$ cat config.mk
export PLATFORM = sky130hd
export DESIGN_NAME = i2c_abort_status
export DESIGN_NICKNAME = d
export VERILOG_FILES = /design/src/rtl/i2c_abrt_pkg.sv /design/src/rtl/abrt_sbyte_guard.sv /design/src/rtl/abrt_cause_bank.sv /design/src/rtl/abrt_flush_count.sv /design/src/rtl/i2c_abort_status.sv
export SDC_FILE = /design/constraint.sdc
export NUM_CORES = 1
export LEC_CHECK = 0
export BUFFER_PORTS_ARGS = -buffer_cell sky130_fd_sc_hd__buf_2
export CAP_MARGIN = 20
export CORE_MARGIN = 4
export CORE_UTILIZATION = 45
export DETAILED_ROUTE_END_ITERATION = 6
export GPL_ROUTABILITY_DRIVEN = 0
export PLACE_DENSITY = 0.79
export SLEW_MARGIN = 20
export SYNTH_ARGS = -nofsm -noshare
export SYNTH_HDL_FRONTEND = slang
export SYNTH_SLANG_ARGS = --single-unit
$ cat constraint.sdc
create_clock -name clk -period 3.23 [get_ports clk]
set_clock_uncertainty 0.05 [all_clocks]
set_input_delay 0.1615 -clock clk [delete_from_list [all_inputs] [get_ports clk]]
set_output_delay 0.1615 -clock clk [all_outputs]
set_load 0.03 [all_outputs]
$ cat src/rtl/i2c_abrt_pkg.sv
package i2c_abrt_pkg;
  localparam int CAUSE_W  = 17;
  localparam int CNT_W    = 9;
  localparam int STAT_W   = 32;
  localparam int RSV_W    = STAT_W - CNT_W - CAUSE_W;
  localparam int B_ARB    = 12;
  localparam int B_SARB   = 14;
  localparam int B_SBYTE  = 9;
endpackage

$ cat src/rtl/abrt_sbyte_guard.sv
module abrt_sbyte_guard (
  input  logic clk,
  input  logic rst_n,
  input  logic evt,
  input  logic clr,
  input  logic restart_en,
  input  logic tar_special,
  input  logic tar_gc_or_start,
  output logic flag
);
  logic fault;
  logic pend;

  // The fault persists while restart is off and START-byte mode is selected.
  assign fault = !restart_en && tar_special && tar_gc_or_start;

  always_ff @(posedge clk or negedge rst_n) begin
    if (!rst_n) begin
      flag <= 1'b0;
      pend <= 1'b0;
    end else begin
      pend <= clr && fault && flag && !evt;
      flag <= evt || pend || (flag && !clr);
    end
  end
endmodule

$ cat src/rtl/abrt_cause_bank.sv
module abrt_cause_bank #(
  parameter int W    = 17,
  parameter int SKIP = 9
) (
  input  logic         clk,
  input  logic         rst_n,
  input  logic [W-1:0] set_vec,
  input  logic         clr,
  input  logic         restart_en,
  input  logic         tar_special,
  input  logic         tar_gc_or_start,
  output logic [W-1:0] cause_q
);
  for (genvar i = 0; i < W; i++) begin : g_bit
    if (i == SKIP) begin : g_guard
      abrt_sbyte_guard u_guard (
        .clk             (clk),
        .rst_n           (rst_n),
        .evt             (set_vec[i]),
        .clr             (clr),
        .restart_en      (restart_en),
        .tar_special     (tar_special),
        .tar_gc_or_start (tar_gc_or_start),
        .flag            (cause_q[i])
      );
    end else begin : g_plain
      always_ff @(posedge clk or negedge rst_n) begin
        if (!rst_n)          cause_q[i] <= 1'b0;
        else if (set_vec[i]) cause_q[i] <= 1'b1;
        else if (clr)        cause_q[i] <= 1'b0;
      end
    end
  end
endmodule

$ cat src/rtl/abrt_flush_count.sv
module abrt_flush_count #(
  parameter int W = 9
) (
  input  logic         clk,
  input  logic         rst_n,
  input  logic         enable,
  input  logic         inc,
  output logic [W-1:0] cnt
);
  localparam logic [W-1:0] CNT_MAX = '1;

  always_ff @(posedge clk or negedge rst_n) begin
    if (!rst_n)                      cnt <= '0;
    else if (!enable)                cnt <= '0;
    else if (inc && cnt != CNT_MAX)  cnt <= cnt + 1'b1;
  end
endmodule

$ cat src/rtl/i2c_abort_status.sv
module i2c_abort_status
  import i2c_abrt_pkg::*;
(
  input  logic               clk,
  input  logic               rst_n,
  input  logic [CAUSE_W-1:0] abort_pulse,
  input  logic               flush_pulse,
  input  logic               restart_en,
  input  logic               tar_special,
  input  logic               tar_gc_or_start,
  input  logic               ctrl_enable,
  input  logic               clr_abort_rd,
  input  logic               clr_all_rd,
  output logic [STAT_W-1:0]  status_word,
  output logic               abort_irq
);
  logic [CAUSE_W-1:0] set_vec;
  logic [CAUSE_W-1:0] cause_q;
  logic [CNT_W-1:0]   flush_cnt;
  logic               clr;

  assign clr = clr_abort_rd || clr_all_rd;

  // A slave-side bus loss also reports a general arbitration loss.
  always_comb begin
    set_vec         = abort_pulse;
    set_vec[B_ARB]  = abort_pulse[B_ARB] || abort_pulse[B_SARB];
  end

  abrt_cause_bank #(.W(CAUSE_W), .SKIP(B_SBYTE)) u_bank (
    .clk             (clk),
    .rst_n           (rst_n),
    .set_vec         (set_vec),
    .clr             (clr),
    .restart_en      (restart_en),
    .tar_special     (tar_special),
    .tar_gc_or_start (tar_gc_or_start),
    .cause_q         (cause_q)
  );

  abrt_flush_count #(.W(CNT_W)) u_cnt (
    .clk    (clk),
    .rst_n  (rst_n),
    .enable (ctrl_enable),
    .inc    (flush_pulse),
    .cnt    (flush_cnt)
  );

  assign status_word = {flush_cnt, {RSV_W{1'b0}}, cause_q};
  assign abort_irq   = |cause_q;
endmodule

==> flow_summary.ini <==
[power]
power_uw = 646
power_leakage_nw = 0.856
ir_worst_vdd_mv = 0.308
powerDensity_mw_per_mm2 = 390

[sta]
worst_pin_slew_ns = 0.647
period_share_pct = 65.6
drv_slew = 0
max_freq_mhz = 472
rsz0062_at_grt = false
period_minus_slack_ns = 2.12
finalSetupViolCount = 0
worst_slack_ns = 1.11
finalHoldViolCount = 0
slew_headroom_pct = 56.8
setup_tns_ns = 0

[run_status]
status = finished, final reports clean

[detailed_routing]
drt_iter0_drc = 28
num_vias = 1061
post_drt_wl_per_cell_um = 14.6
avgViaCountPerCell = 5.25
drt_wl_total_mm = 2.95
first_pass_iters = 4
drcViolationCount = 0
ant_nets = 0

[placement]
dp_slack_ns = 1.13
place_hpwl_mm = 2.03
portBuffers = 52
placed_cells_incl_taps = 177

[clock_tree]
clk_latency_ns = 0.32
h-tree-depth = 1
path_clk_slew_ns = 0.14
cts_tree = done
cts-buffers-inserted = 3
post_cts_buffers = 0
cts.sinks = 27
cts_buffer_depth = 2
cts-root-buf = clkbuf_4

[final_layout]
drive_above_1_share_pct = 34.3
post-route-util_pct = 66.8
area_growth_syn_to_layout_pct = 42.0
layout.nets = 201
final_common_cell = buf_2
stdcell_count = 202
final_cell_mix = buf_2, dfrtp_1, dlygate4sd3_1
antennaDiodeCount = 0

[critical_path]
crit_start = u_cnt.cnt[0]
path_common_cell = ha_1
path_class = reg -> reg
worstSetupEndpointType = flip-flop
cp_cell_sequence = ha_1, nand3_1, nor2_1, ha_1, nand2b_1, or4_1, a21oi_1
critPathMaxStageDelay_ns = 0.53
cp_slowest_cell = or4_1
critical_path.startpoint_type = flip-flop
required_ns = 3.43
crit_fanout = 9
r2r-start = u_cnt.cnt[0]
critical_path_arrival_ns = 2.32

[floorplanning]
initial_utilization_pct = 47.1
rows = 18
die_x_um = 58.9
die_y_um = 58.9
core-area_sq_mm = 0.00248
io_pins = 59
fp.dieArea_sq_mm = 0.00347

[global_routing]
grt_overflow = 0
grt_pass1_wl_mm = 4.67
antenna_found_initial = 0
grt_usage_pct = 17.9
grt_pass1_vias = 1050
grt_start_max_net_pins = 28

[yosys]
syn-cell-area_sq_mm = 0.00117
synth-seq-cells = 27
syn_area_per_cell_sq_um = 11.8
yosysWarnings = 0
synthCells = 99
synth.distinct_cells = 29
synth-seq-area-share_pct = 57.9

[flow_run]
cap_violations = 0

[worst_hold_path]
worstHoldStart = ctrl_enable
hold_class = in -> reg
## worst paths after layout
kind                            slack, ns  depth (start not counted)                                   end
worst max-delay path                 1.11                          7                          u_cnt.cnt[7]
worst min-delay path                 0.12                          3                          u_cnt.cnt[5]
worst max register to register       1.11                          7                          u_cnt.cnt[7]
worst min register to register       0.42                          1  u_bank.g_bit[9].g_guard.u_guard.flag
max in group asynchronous            2.42                          2                          u_cnt.cnt[3]
min in group asynchronous            0.33                          2                    u_bank.cause_q[13]
## worst max-delay path, delay by kind of cell (launching register included)
family	cells	cell delay [ns]
adder cells (fa/ha/maj)	2	0.43
flip-flops	1	0.44
AND/OR/NAND/NOR	4	0.97
AO/OA/AOI/OAI	1	0.16
## power by group
part	switching, mW	total (mW)	internal, mW	leakage (nW)
registers	0.0146	0.369	0.355	0.329
logic	0.0799	0.132	0.0517	0.510
clock network	0.0982	0.145	0.0464	0.0177
total	0.193	0.646	0.453	0.856
## stage by stage
| step | hold WS (ns) | cell area (sq um) |
|---|---|---|
| after detailed placement | 0.149 | 1420 |
| after floorplan | -0.184 | 1180 |
| after global placement | 0.140 | 1420 |
| final | 0.119 | 1660 |
| after global routing | 0.146 | 1660 |
| after CTS | 0.118 | 1650 |
## Yosys cell counts
| library cell | number | area [sq um] |
|---|---|---|
| a211o_1 | 2 | 17.5 |
| a21o_1 | 15 | 113 |
| a21oi_1 | 5 | 25.0 |
| buf_4 | 7 | 52.6 |
| buf_6 | 1 | 11.3 |
| clkbuf_1 | 1 | 3.75 |
| clkinv_1 | 1 | 3.75 |
| conb_1 | 1 | 3.75 |
| dfrtp_1 | 27 | 676 |
| ha_1 | 2 | 25.0 |
| inv_1 | 1 | 3.75 |
| mux2i_1 | 2 | 20.0 |
| nand2_1 | 1 | 3.75 |
| nand2b_1 | 1 | 6.26 |
| nand3_1 | 3 | 15.0 |
| nand3b_1 | 1 | 7.51 |
| nand4_1 | 1 | 6.26 |
| nand4_2 | 1 | 12.5 |
| nand4b_1 | 1 | 8.76 |
| nor2_1 | 7 | 26.3 |
| nor4_1 | 3 | 18.8 |
| nor4b_1 | 1 | 8.76 |
| o211ai_1 | 1 | 7.51 |
| o21ai_0 | 3 | 15.0 |
| o31ai_1 | 2 | 15.0 |
| or3_1 | 2 | 12.5 |
| or3_2 | 1 | 7.51 |
| or4_1 | 3 | 22.5 |
| xor2_1 | 2 | 17.5 |
## flip-flops by register name, summed over array words and instances, names as in the netlist
register / count
u_bank.g_bit.g_guard.u_guard.pend: 1
u_bank.cause_q: 16
u_bank.g_bit.g_guard.u_guard.flag: 1
u_cnt.cnt: 9
## logic make-up (layout without fill, tap and decap cells)
kind of cell,count (synthesis),in the layout,synth area share (%)
compound gates,28,28,16.5
fa+ha+maj,2,2,2.15
other cells,1,6,0.322
buf+inv,11,79,6.44
simple gates,26,26,13.4
xor+xnor,2,2,1.50
mux,2,2,1.72
flops,27,27,57.9
## area by class of cell
class                      count  area [sq um]
fill                         205           822
sequential                    27           676
timing repair buffer          73           470
multi-input combinational     66           437
tap                           30          37.5
clock buffer                   3          22.5
inverter                       2          7.51
clock inverter                 1          5.00
## what timing repair did
item / 4_1_cts / 5_1_grt
hold endpoints to repair: 45 / 0
hold buffers: 21 / 0
gates resized for setup: 0 / 0
## per-layer routing
metal	global-route usage (%)	part of all wire, %	vias up
li1	-	-	496
met1	20.4	36	512
met2	32.0	55	41
met3	4.61	6.3	12
met4	6.15	2.4	0
met5	0	0	-
(Power assumes the default switching activity.)
